--- config.mk ---
export PLATFORM = sky130hd
export DESIGN_NAME = hpi_bridge
export DESIGN_NICKNAME = d
export VERILOG_FILES = /design/src/rtl/hpi_pkg.sv /design/src/rtl/hpi_h2c.sv /design/src/rtl/hpi_c2h.sv /design/src/rtl/hpi_regs.sv /design/src/rtl/hpi_bridge.sv
export SDC_FILE = /design/constraint.sdc
export NUM_CORES = 1
export LEC_CHECK = 0
export ABC_AREA = 1
export BUFFER_PORTS_ARGS = -buffer_cell sky130_fd_sc_hd__buf_2
export CAP_MARGIN = 5
export CORE_MARGIN = 5
export CORE_UTILIZATION = 50
export DETAILED_ROUTE_END_ITERATION = 10
export HOLD_SLACK_MARGIN = 0.03
export MAX_ROUTING_LAYER = met4
export PLACE_DENSITY = 0.83
export RECOVER_POWER = 50
export SLEW_MARGIN = 30
export SYNTH_ARGS = -nofsm -noshare
export SYNTH_HDL_FRONTEND = slang
export SYNTH_SLANG_ARGS = --single-unit
export TNS_END_PERCENT = 1
--- constraint.sdc ---
create_clock -name clk -period 1.1 [get_ports clk]
set_input_delay 0.055 -clock clk [delete_from_list [all_inputs] [get_ports clk]]
set_output_delay 0.055 -clock clk [all_outputs]
set_load 0.01 [all_outputs]
--- src/rtl/hpi_pkg.sv ---
package hpi_pkg;
    localparam int HPI_DW = 24;
    localparam int HPI_BW = 8;
    localparam int HPI_NB = HPI_DW / HPI_BW;

    typedef enum logic [2:0] {
        A_CTL  = 3'd0,
        A_CVEC = 3'd1,
        A_STAT = 3'd2,
        A_IVEC = 3'd3,
        A_GAP  = 3'd4,
        A_DHI  = 3'd5,
        A_DMID = 3'd6,
        A_DLO  = 3'd7
    } haddr_e;

    // core control: bit0 rie, bit1 tie, bit2 cie, bits3-4 outbound flags
    typedef struct packed {
        logic hfb;
        logic hfa;
        logic cie;
        logic tie;
        logic rie;
    } cctl_t;

    // host control: bit0 receive request, bit1 transmit request, bits3-4 flags
    typedef struct packed {
        logic hfb;
        logic hfa;
        logic spare;
        logic treq;
        logic rreq;
    } hctl_t;

    typedef struct packed {
        logic hfb;
        logic hfa;
        logic hcp;
        logic txde;
        logic rxf;
    } cstat_t;

    localparam logic [4:0] HCTL_MASK = 5'b11011;

    function automatic logic [HPI_BW-1:0] lane_of(input logic [HPI_DW-1:0] w,
                                                  input int idx);
        return w[idx*HPI_BW +: HPI_BW];
    endfunction

    function automatic haddr_e lane_addr(input int idx);
        return haddr_e'(3'(int'(A_DLO) - idx));
    endfunction
endpackage

--- src/rtl/hpi_h2c.sv ---
module hpi_h2c
    import hpi_pkg::*;
#(
    parameter int DW = HPI_DW,
    parameter int BW = HPI_BW
) (
    input  logic          clk,
    input  logic          rst,
    input  logic          hwr,
    input  haddr_e        haddr,
    input  logic [BW-1:0] hwdata,
    input  logic          crd,
    output logic [DW-1:0] rx_word,
    output logic          rxf,
    output logic          txrdy
);
    localparam int NB = DW / BW;

    logic [DW-1:0] stage_w;
    logic          wr_lo;
    logic          move;

    assign wr_lo = hwr && txrdy && (haddr == A_DLO);
    assign move  = !txrdy && !rxf;

    for (genvar i = 0; i < NB; i++) begin : g_lane
        logic [BW-1:0] b_q;
        always_ff @(posedge clk) begin
            if (rst)
                b_q <= '0;
            else if (hwr && txrdy && (haddr == lane_addr(i)))
                b_q <= hwdata;
        end
        assign stage_w[i*BW +: BW] = b_q;
    end

    always_ff @(posedge clk) begin
        if (rst) begin
            rx_word <= '0;
            rxf     <= 1'b0;
            txrdy   <= 1'b1;
        end else if (move) begin
            rx_word <= stage_w;
            rxf     <= 1'b1;
            txrdy   <= 1'b1;
        end else begin
            if (crd)   rxf   <= 1'b0;
            if (wr_lo) txrdy <= 1'b0;
        end
    end


    rxf_source_chk: assert property (@(posedge clk) disable iff (rst)
        $rose(rxf) |-> $past(!txrdy));

    txrdy_drop_chk: assert property (@(posedge clk) disable iff (rst)
        $fell(txrdy) |-> $past(hwr && haddr == A_DLO));

    rxf_hold_chk: assert property (@(posedge clk) disable iff (rst)
        (rxf && !crd) |=> rxf);
endmodule

--- src/rtl/hpi_c2h.sv ---
module hpi_c2h
    import hpi_pkg::*;
#(
    parameter int DW = HPI_DW
) (
    input  logic          clk,
    input  logic          rst,
    input  logic          ctx_wr,
    input  logic [DW-1:0] ctx_data,
    input  logic          hrd,
    input  haddr_e        haddr,
    output logic [DW-1:0] host_word,
    output logic          hrxrdy,
    output logic          txde
);
    logic [DW-1:0] tx_q;
    logic          accept;
    logic          move;
    logic          pop;

    assign accept = ctx_wr && txde;
    assign move   = !txde && !hrxrdy;
    assign pop    = hrd && (haddr == A_DLO);

    always_ff @(posedge clk) begin
        if (rst)
            tx_q <= '0;
        else if (accept)
            tx_q <= ctx_data;
    end

    always_ff @(posedge clk) begin
        if (rst) begin
            host_word <= '0;
            hrxrdy    <= 1'b0;
            txde      <= 1'b1;
        end else if (move) begin
            host_word <= tx_q;
            hrxrdy    <= 1'b1;
            txde      <= 1'b1;
        end else begin
            if (accept) txde   <= 1'b0;
            if (pop)    hrxrdy <= 1'b0;
        end
    end


    hrx_source_chk: assert property (@(posedge clk) disable iff (rst)
        $rose(hrxrdy) |-> $past(!txde));

    txde_drop_chk: assert property (@(posedge clk) disable iff (rst)
        $fell(txde) |-> $past(ctx_wr));
endmodule

--- src/rtl/hpi_regs.sv ---
module hpi_regs
    import hpi_pkg::*;
#(
    parameter int BW = HPI_BW
) (
    input  logic          clk,
    input  logic          rst,
    input  logic          hwr,
    input  haddr_e        haddr,
    input  logic [BW-1:0] hwdata,
    input  logic          cwr,
    input  logic [4:0]    cwdata,
    input  logic          cack,
    output hctl_t         hctl,
    output logic [BW-2:0] cvec,
    output logic [BW-1:0] ivec,
    output cctl_t         cctl,
    output logic          hcp
);
    logic cmd_set;

    assign cmd_set = hwr && (haddr == A_CVEC) && hwdata[BW-1];

    always_ff @(posedge clk) begin
        if (rst) begin
            hctl <= '0;
            cvec <= '0;
            ivec <= '0;
        end else if (hwr) begin
            case (haddr)
                A_CTL:   hctl <= hctl_t'(hwdata[4:0] & HCTL_MASK);
                A_CVEC:  cvec <= hwdata[BW-2:0];
                A_IVEC:  ivec <= hwdata;
                default: ;
            endcase
        end
    end

    always_ff @(posedge clk) begin
        if (rst)
            cctl <= '0;
        else if (cwr)
            cctl <= cctl_t'(cwdata);
    end

    always_ff @(posedge clk) begin
        if (rst)
            hcp <= 1'b0;
        else if (cmd_set)
            hcp <= 1'b1;
        else if (cack)
            hcp <= 1'b0;
    end


    hcp_clear_chk: assert property (@(posedge clk) disable iff (rst)
        (cack && !(hwr && haddr == A_CVEC)) |=> !hcp);

    hcp_raise_chk: assert property (@(posedge clk) disable iff (rst)
        $rose(hcp) |-> $past(hwr && haddr == A_CVEC && hwdata[BW-1]));
endmodule

--- src/rtl/hpi_bridge.sv ---
module hpi_bridge
    import hpi_pkg::*;
#(
    parameter int DW = HPI_DW,
    parameter int BW = HPI_BW
) (
    input  logic          clk,
    input  logic          rst,
    input  logic [2:0]    h_addr,
    input  logic          h_wr,
    input  logic          h_rd,
    input  logic [BW-1:0] h_wdata,
    output logic [BW-1:0] h_rdata,
    input  logic          h_ack,
    output logic          h_req,
    input  logic          c_tx_wr,
    input  logic [DW-1:0] c_tx_data,
    input  logic          c_rx_rd,
    output logic [DW-1:0] c_rx_data,
    input  logic          c_ctl_wr,
    input  logic [4:0]    c_ctl_wdata,
    output logic [4:0]    c_ctl,
    output logic [4:0]    c_stat,
    input  logic          c_cmd_ack,
    output logic          irq_rxf,
    output logic          irq_txe,
    output logic          irq_cmd
);
    haddr_e        ha;
    hctl_t         hctl;
    cctl_t         cctl;
    cstat_t        cst;
    logic [BW-2:0] cvec;
    logic [BW-1:0] ivec;
    logic          hcp;
    logic          rxf;
    logic          txrdy;
    logic          hrxrdy;
    logic          txde;
    logic [DW-1:0] host_word;

    assign ha = haddr_e'(h_addr);

    hpi_h2c #(.DW(DW), .BW(BW)) u_h2c (
        .clk(clk), .rst(rst), .hwr(h_wr), .haddr(ha), .hwdata(h_wdata),
        .crd(c_rx_rd), .rx_word(c_rx_data), .rxf(rxf), .txrdy(txrdy)
    );

    hpi_c2h #(.DW(DW)) u_c2h (
        .clk(clk), .rst(rst), .ctx_wr(c_tx_wr), .ctx_data(c_tx_data),
        .hrd(h_rd), .haddr(ha), .host_word(host_word),
        .hrxrdy(hrxrdy), .txde(txde)
    );

    hpi_regs #(.BW(BW)) u_regs (
        .clk(clk), .rst(rst), .hwr(h_wr), .haddr(ha), .hwdata(h_wdata),
        .cwr(c_ctl_wr), .cwdata(c_ctl_wdata), .cack(c_cmd_ack),
        .hctl(hctl), .cvec(cvec), .ivec(ivec), .cctl(cctl), .hcp(hcp)
    );

    always_comb begin
        cst.hfb  = hctl.hfb;
        cst.hfa  = hctl.hfa;
        cst.hcp  = hcp;
        cst.txde = txde;
        cst.rxf  = rxf;
    end

    assign c_stat = cst;
    assign c_ctl  = cctl;

    always_comb begin
        case (ha)
            A_CTL:   h_rdata = BW'(hctl);
            A_CVEC:  h_rdata = {hcp, cvec};
            A_STAT:  h_rdata = BW'({cctl.hfb, cctl.hfa, hcp, txrdy, hrxrdy});
            A_IVEC:  h_rdata = ivec;
            A_DHI, A_DMID, A_DLO:
                     h_rdata = lane_of(host_word, int'(A_DLO) - int'(ha));
            default: h_rdata = '0;
        endcase
    end

    assign h_req   = !h_ack && ((hctl.rreq && hrxrdy) || (hctl.treq && txrdy));
    assign irq_rxf = rxf  && cctl.rie;
    assign irq_txe = txde && cctl.tie;
    assign irq_cmd = hcp  && cctl.cie;


    rxword_stable_chk: assert property (@(posedge clk) disable iff (rst)
        !$rose(c_stat[0]) |-> $stable(c_rx_data));
endmodule

After elaboration in Yosys (flattened, before gate mapping)
Cells that the tools add are included.
Widths: inputs -> output; s select.
Word-level totals
  bits in registers: 125
  bits of input ports: 49
  output and inout port bits: 46
  logic and storage cells: 69
Cells by class
  add/subtract/negate cells: 1
  equal/unequal tests: 6
  shift-type cells: 1
  mux-type cells: 7
  reduce and logical (&&, ||, !) cells: 32
Operators with widths (count)
  $pmux 8 s5: 1
  $shiftx 24x7->8: 1
  $logic_and 1x1->1: 16
  $eq 3x3->1 const B: 3
  $eq 3x2->1 const B: 2
  $mux 1: 6
  $reduce_and 2->1: 3
  $reduce_bool 2->1: 3
  $logic_not 1->1: 5
  $reduce_or 2->1: 2
  $sub 3x3->4 const A: 1
  $eq 3x1->1 const B: 1
  $logic_not 3->1: 1
  $reduce_or 3->1: 1
  $logic_or 1x1->1: 1

Depth between registers and ports, before layout
  depth in word-level cells: 4
  gate-level depth with buffers: 8
  depth with buffers taken out: 6

Cells and area by module
A second synthesis with hierarchy kept.
Second synthesis, totals
  cell total of the unflattened synthesis: 744
  area, all modules: 5305.1 µm²
By module, submodules not included
  hpi_h2c: instances 1, cells each 260, area each 1918.1 µm², sequential area each 1001.0 µm²
  hpi_c2h: instances 1, cells each 218, area each 1830.5 µm², sequential area each 1001.0 µm²
  hpi_regs: instances 1, cells each 148, area each 1017.2 µm², sequential area each 500.5 µm²
  hpi_bridge: instances 1, cells each 118, area each 539.3 µm², sequential area each 0.0 µm²

Worst setup path after synthesis
OpenSTA, ideal clock, no wires.
  path kind: reg2reg
  start: register u_c2h.hrxrdy
  end: register u_c2h.host_word[15]
  data arrival time: 0.978 ns
  data required time: 0.984 ns
  path slack: 0.006 ns
  cell stages (with the launch flop): 6
  period minus slack after synthesis: 1.094 ns
  path through: dfxtp_1 > nor2_1 > inv_2 > buf_2 > nor2_1 > nor2_1
On the way
  cells in the longest elaborated chain, start to end: 2
RTL lines
  from (decl): line hpi_c2h.sv:13  | output logic hrxrdy,
  from (signal assigned): line hpi_c2h.sv:35  | hrxrdy <= 1'b0;
  from (signal assigned): line hpi_c2h.sv:39  | hrxrdy <= 1'b1;
  from (signal assigned): line hpi_c2h.sv:43  | if (pop) hrxrdy <= 1'b0;
  $logic_not 1->1: line hpi_c2h.sv:22  | assign move = !txde && !hrxrdy;
  $logic_and 1x1->1: line hpi_c2h.sv:22
  to (signal assigned): line hpi_c2h.sv:38  | host_word <= tx_q;
  to (decl): line hpi_c2h.sv:12  | output logic [DW-1:0] host_word,
No other way between the ends.
A chain may end at the register's enable or synchronous reset.

Worst setup path after layout
  start: register u_h2c.txrdy
  end: output h_req
On the way
  cells in the longest elaborated chain, start to end: 3
RTL lines
  from (decl): line hpi_h2c.sv:15  | output logic txrdy
  from (signal assigned): line hpi_h2c.sv:41  | txrdy <= 1'b1;
  from (signal assigned): line hpi_h2c.sv:45  | txrdy <= 1'b1;
  from (signal assigned): line hpi_h2c.sv:48  | if (wr_lo) txrdy <= 1'b0;
  $logic_and 1x1->1: line hpi_bridge.sv:84  | assign h_req = !h_ack && ((hctl.rreq && hrxrdy) || (hctl.treq && txrdy));
  $logic_or 1x1->1: line hpi_bridge.sv:84
  $logic_and 1x1->1: line hpi_bridge.sv:84
  to (decl): line hpi_bridge.sv:15  | output logic h_req,
No other way between the ends.

==> qor.log <==
INFO  outcome        status=complete, but fails checks
INFO  outcome        violations_in_the_final_reports=negative setup slack
INFO  routing        antenna_violating_nets_post_route=0
INFO  global_route   grt_pass1_wl=24780um
INFO  routing        count_of_routing_violations_after_the_opening_detailed_route_iteration=518
INFO  final_layout   layout-drive-gt1-share=0.2969
INFO  clock_network  cts_buffers=17
INFO  pwr            netSwitchingFraction=0.2467
INFO  final_layout   number_of_filler_cells_placed_in_the_layout=630
INFO  timing         timing.final.setup_violations=69
INFO  logic_synthesis mappedNetlistNets=732
INFO  floorplanning  core_area=9774squm
INFO  routing        totalWireLength=16270um
INFO  pwr            comb_power_share=0.122
INFO  global_route   grt.total_usage=0.2718
INFO  setup_path     critical_path_maximum_fanout=3
INFO  placement      numPortBuffers=94
INFO  run            drv_cap=0
INFO  pwr            power.clock.fraction=0.464
INFO  timing         worst_pin_slew=330.3ps
INFO  routing        detail_route.drc_violations=0
INFO  pwr            power.static_leakage=3.348nW
INFO  placement      detailed_place_hpwl=9291um
INFO  setup_path     crit-reg2reg-launch=u_h2c.txrdy
INFO  logic_synthesis synth_ff_type=sky130_fd_sc_hd__dfxtp_1
INFO  logic_synthesis count_of_flip_flops_with_a_built_in_enable_after_synthesis=0
INFO  timing         timing.final.crit_share=1.329
INFO  floorplanning  die-height=110.2um
INFO  setup_path     crit-reg2reg-capture=u_h2c.g_lane[0].b_q[0]
INFO  pwr            switching_power=2.991mW
INFO  routing        number_of_detailed_routing_iterations_run_before_antenna_repair=5
INFO  final_layout   final_cell_mix=175 x sky130_fd_sc_hd__nor2_1, 106 x sky130_fd_sc_hd__dfxtp_1, 92 x sky130_fd_sc_hd__o21ai_0
INFO  pwr            internal_power=9.135mW
INFO  setup_path     worst_r2r_path_cells=7
INFO  setup_path     crit_arrival=1410ps
INFO  floorplanning  floorplan.io_pins=95
INFO  final_layout   diodes=0
INFO  global_route   grt_antenna_before_repair=0
INFO  setup_path     crit_path_end_kind=output pin
INFO  routing        overall_via_count_from_detail_route=5402
INFO  setup_path     crit_path_start_kind=flop
INFO  hold_path      timing.hold.worst_endpoint=u_regs.hcp
INFO  clock_network  cts_num_sinks=125
INFO  logic_synthesis synth_area=5025squm
INFO  global_route   vias_in_the_first_global_route=5224
INFO  logic_synthesis syn_inst=683
INFO  floorplanning  starting_utilization_of_the_core_area=0.5141
INFO  timing         holdWs=60.65ps
INFO  timing         finalMaxSlewViolations=0
INFO  logic_synthesis synthesis.yosys.warnings=0
INFO  global_route   globalRouteOverflowTotal=0
INFO  hold_path      min_delay_path_depth=5
INFO  pwr            cellPowerDensity=1686nW/um^2
INFO  logic_synthesis post_synth.cell_area_avg=7.357squm
INFO  final_layout   multi_input_comb_area=2406squm
INFO  logic_synthesis synth.lib_cells_used.distinct=25
INFO  timing         report.final.hold_viol_count=0
INFO  pwr            vdd_drop_max=0.8670mV
INFO  pwr            flop_pwr_share=0.414
INFO  clock_network  clk_pin_slew_worst_paths=60ps
INFO  timing         final.setup.worst_slack=-361.9ps
INFO  clock_network  tritoncts_clock_tree=yes
INFO  timing         timing.clock.skew=8.008ps
INFO  floorplanning  rows=36
INFO  timing         grt_setup_unrepaired=yes
INFO  setup_path     timing_worst_setup_path_type=reg2out
INFO  placement      gpl.final_weighted_congestion=0.9533
INFO  floorplanning  die_area=12150squm
INFO  final_layout   most_common_cell_after_layout_fill_and_taps_aside=sky130_fd_sc_hd__nor2_1
INFO  timing         max-slew-margin-rel=0.7791
INFO  logic_synthesis yosysSeqAreaShare=0.4980
INFO  timing         final.min_clock_period=1462ps
INFO  routing        wl_per_cell=16.52um
INFO  hold_path      hold_start=h_addr[0]
INFO  final_layout   design.final.nets=889
INFO  final_layout   area.growth.synth_to_final=43.15%
INFO  hold_path      holdCritPathClass=in2reg
INFO  final_layout   final_util=0.7359
INFO  logic_synthesis asyncSetResetFlopFracSynth=0
INFO  clock_network  cts-htree-levels=4
INFO  timing         fmax=684.0MHz
INFO  floorplanning  die_width=110.2um
INFO  clock_network  root_buffer=sky130_fd_sc_hd__clkbuf_8
INFO  global_route   grt_max_degree=57
INFO  setup_path     required=1040ps
INFO  clock_network  clock_latency=530ps
INFO  final_layout   total_area_of_sequential_cells=2534squm
INFO  clock_network  ctsLongestPathBuffers=2
INFO  setup_path     rrSetupSlack=-270ps
INFO  logic_synthesis count_of_state_elements_after_synthesis=125
INFO  routing        viasPerCell=5.484
## logic make-up (layout without fill, tap and decap cells)
| kind of cell | count (synthesis) | in the layout | synth area share |
|---|---|---|---|
| AOI/OAI and AO/OA | 119 | 119 | 0.1190 |
| buffers and inverters | 65 | 234 | 0.06300 |
| DFF | 125 | 125 | 0.4980 |
| and+or+nand+nor | 374 | 374 | 0.3200 |
## power groups by stage
stage          sequential (mW)  clock [mW]  combinational [mW]
2_1_floorplan             5.05           0               0.706
3_3_place_gp              5.07           0                1.13
3_5_place_dp              5.07           0                1.18
4_1_cts                   4.99        5.61                1.39
5_1_grt                   5.04        5.85                1.61
6_report                  5.02        5.63                1.47
## synth_stat cells, types with 3 or more instances
cell type                  count  area share
sky130_fd_sc_hd__nor2_2        3      0.0037
sky130_fd_sc_hd__inv_1        18       0.013
sky130_fd_sc_hd__a21oi_1      16       0.016
sky130_fd_sc_hd__nor2_1      207        0.15
sky130_fd_sc_hd__buf_2        16       0.016
sky130_fd_sc_hd__dfxtp_1     125        0.50
sky130_fd_sc_hd__buf_6         3      0.0067
sky130_fd_sc_hd__buf_4         8       0.012
sky130_fd_sc_hd__nor3_1       16       0.016
sky130_fd_sc_hd__nor2_4        5       0.011
sky130_fd_sc_hd__o21ai_0     100        0.10
sky130_fd_sc_hd__nand2_1      89       0.066
sky130_fd_sc_hd__inv_2         6      0.0045
sky130_fd_sc_hd__nand3_1      36       0.036
sky130_fd_sc_hd__clkbuf_1     13      0.0097
sky130_fd_sc_hd__nand4_1       8       0.010
## state kept, by name, indices dropped and copies added (netlist names), 4 cells and up
signal	cells
u_c2h.host_word	24
u_c2h.tx_q	24
u_h2c.g_lane.b_q	24
u_h2c.rx_word	24
u_regs.ivec	8
u_regs.cvec	7
u_regs.cctl	5
u_regs.hctl	4
## what timing repair did
item                                   CTS  global route
resized for setup                       56            53
buffers inserted                         5             1
endpoints found under the hold margin   77             0
setup endpoints to repair               50           122
hold buffers                            48             0
pin swaps                               11             6
## metrics by stage
stage / cells / setup TNS (ps) / setup WS, ps / power [mW] / area (sq um)
final: 985 / -12370 / -361.9 / 12.13 / 7193
after global routing: 985 / -15930 / -415.6 / 12.51 / 7193
after CTS: 984 / -7235 / -358.8 / 11.99 / 7038
after detailed placement: 900 / -873.2 / -74.69 / 6.248 / 5756
after global placement: 900 / -527.9 / -51.98 / 6.200 / 5756
after floorplan: 683 / 0 / 6.066 / 5.757 / 5025
## worst max-delay path, stage by stage, from the launching register on
cell	delay, ps
sky130_fd_sc_hd__dfxtp_2	340
sky130_fd_sc_hd__buf_6	110
sky130_fd_sc_hd__buf_6	100
sky130_fd_sc_hd__nand2_4	40
sky130_fd_sc_hd__a21oi_2	140
sky130_fd_sc_hd__buf_2	150
## metal layers
metal / wire length, um / up-vias / track usage / part of all wire
met5: 0 / - / - / 0
li1: - / 2516 / - / -
met4: 539 / 0 / 0.1143 / 0.033
met2: 7997 / 305 / 0.4398 / 0.49
met1: 6387 / 2513 / 0.3209 / 0.39
met3: 1346 / 68 / 0.07222 / 0.083
## worst max-delay path by stage
| stage | start | to | slack [ps] | depth (start not counted) |
|---|---|---|---|---|
| 5_1_grt | u_h2c.txrdy | h_rdata[1] | -420 | 6 |
| 6_report | u_h2c.txrdy | h_req | -360 | 5 |
| 3_5_place_dp | u_h2c.txrdy | u_h2c.rx_word[2] | -70 | 6 |
| 3_3_place_gp | u_h2c.txrdy | u_h2c.rx_word[6] | -50 | 6 |
| 4_1_cts | u_h2c.txrdy | h_rdata[1] | -360 | 6 |
| 2_1_floorplan | u_c2h.hrxrdy | u_c2h.host_word[15] | 6 | 5 |
## final cells by class
type | count | area share
clock inverters | 6 | 0.01496
multi-input cells | 493 | 0.3345
clock buffers | 25 | 0.06732
well taps | 133 | 0.02313
flip-flops and latches | 125 | 0.3522
repair buffers | 179 | 0.1953
inverters | 24 | 0.01252
No activity file was read; power rests on OpenSTA's default activity.
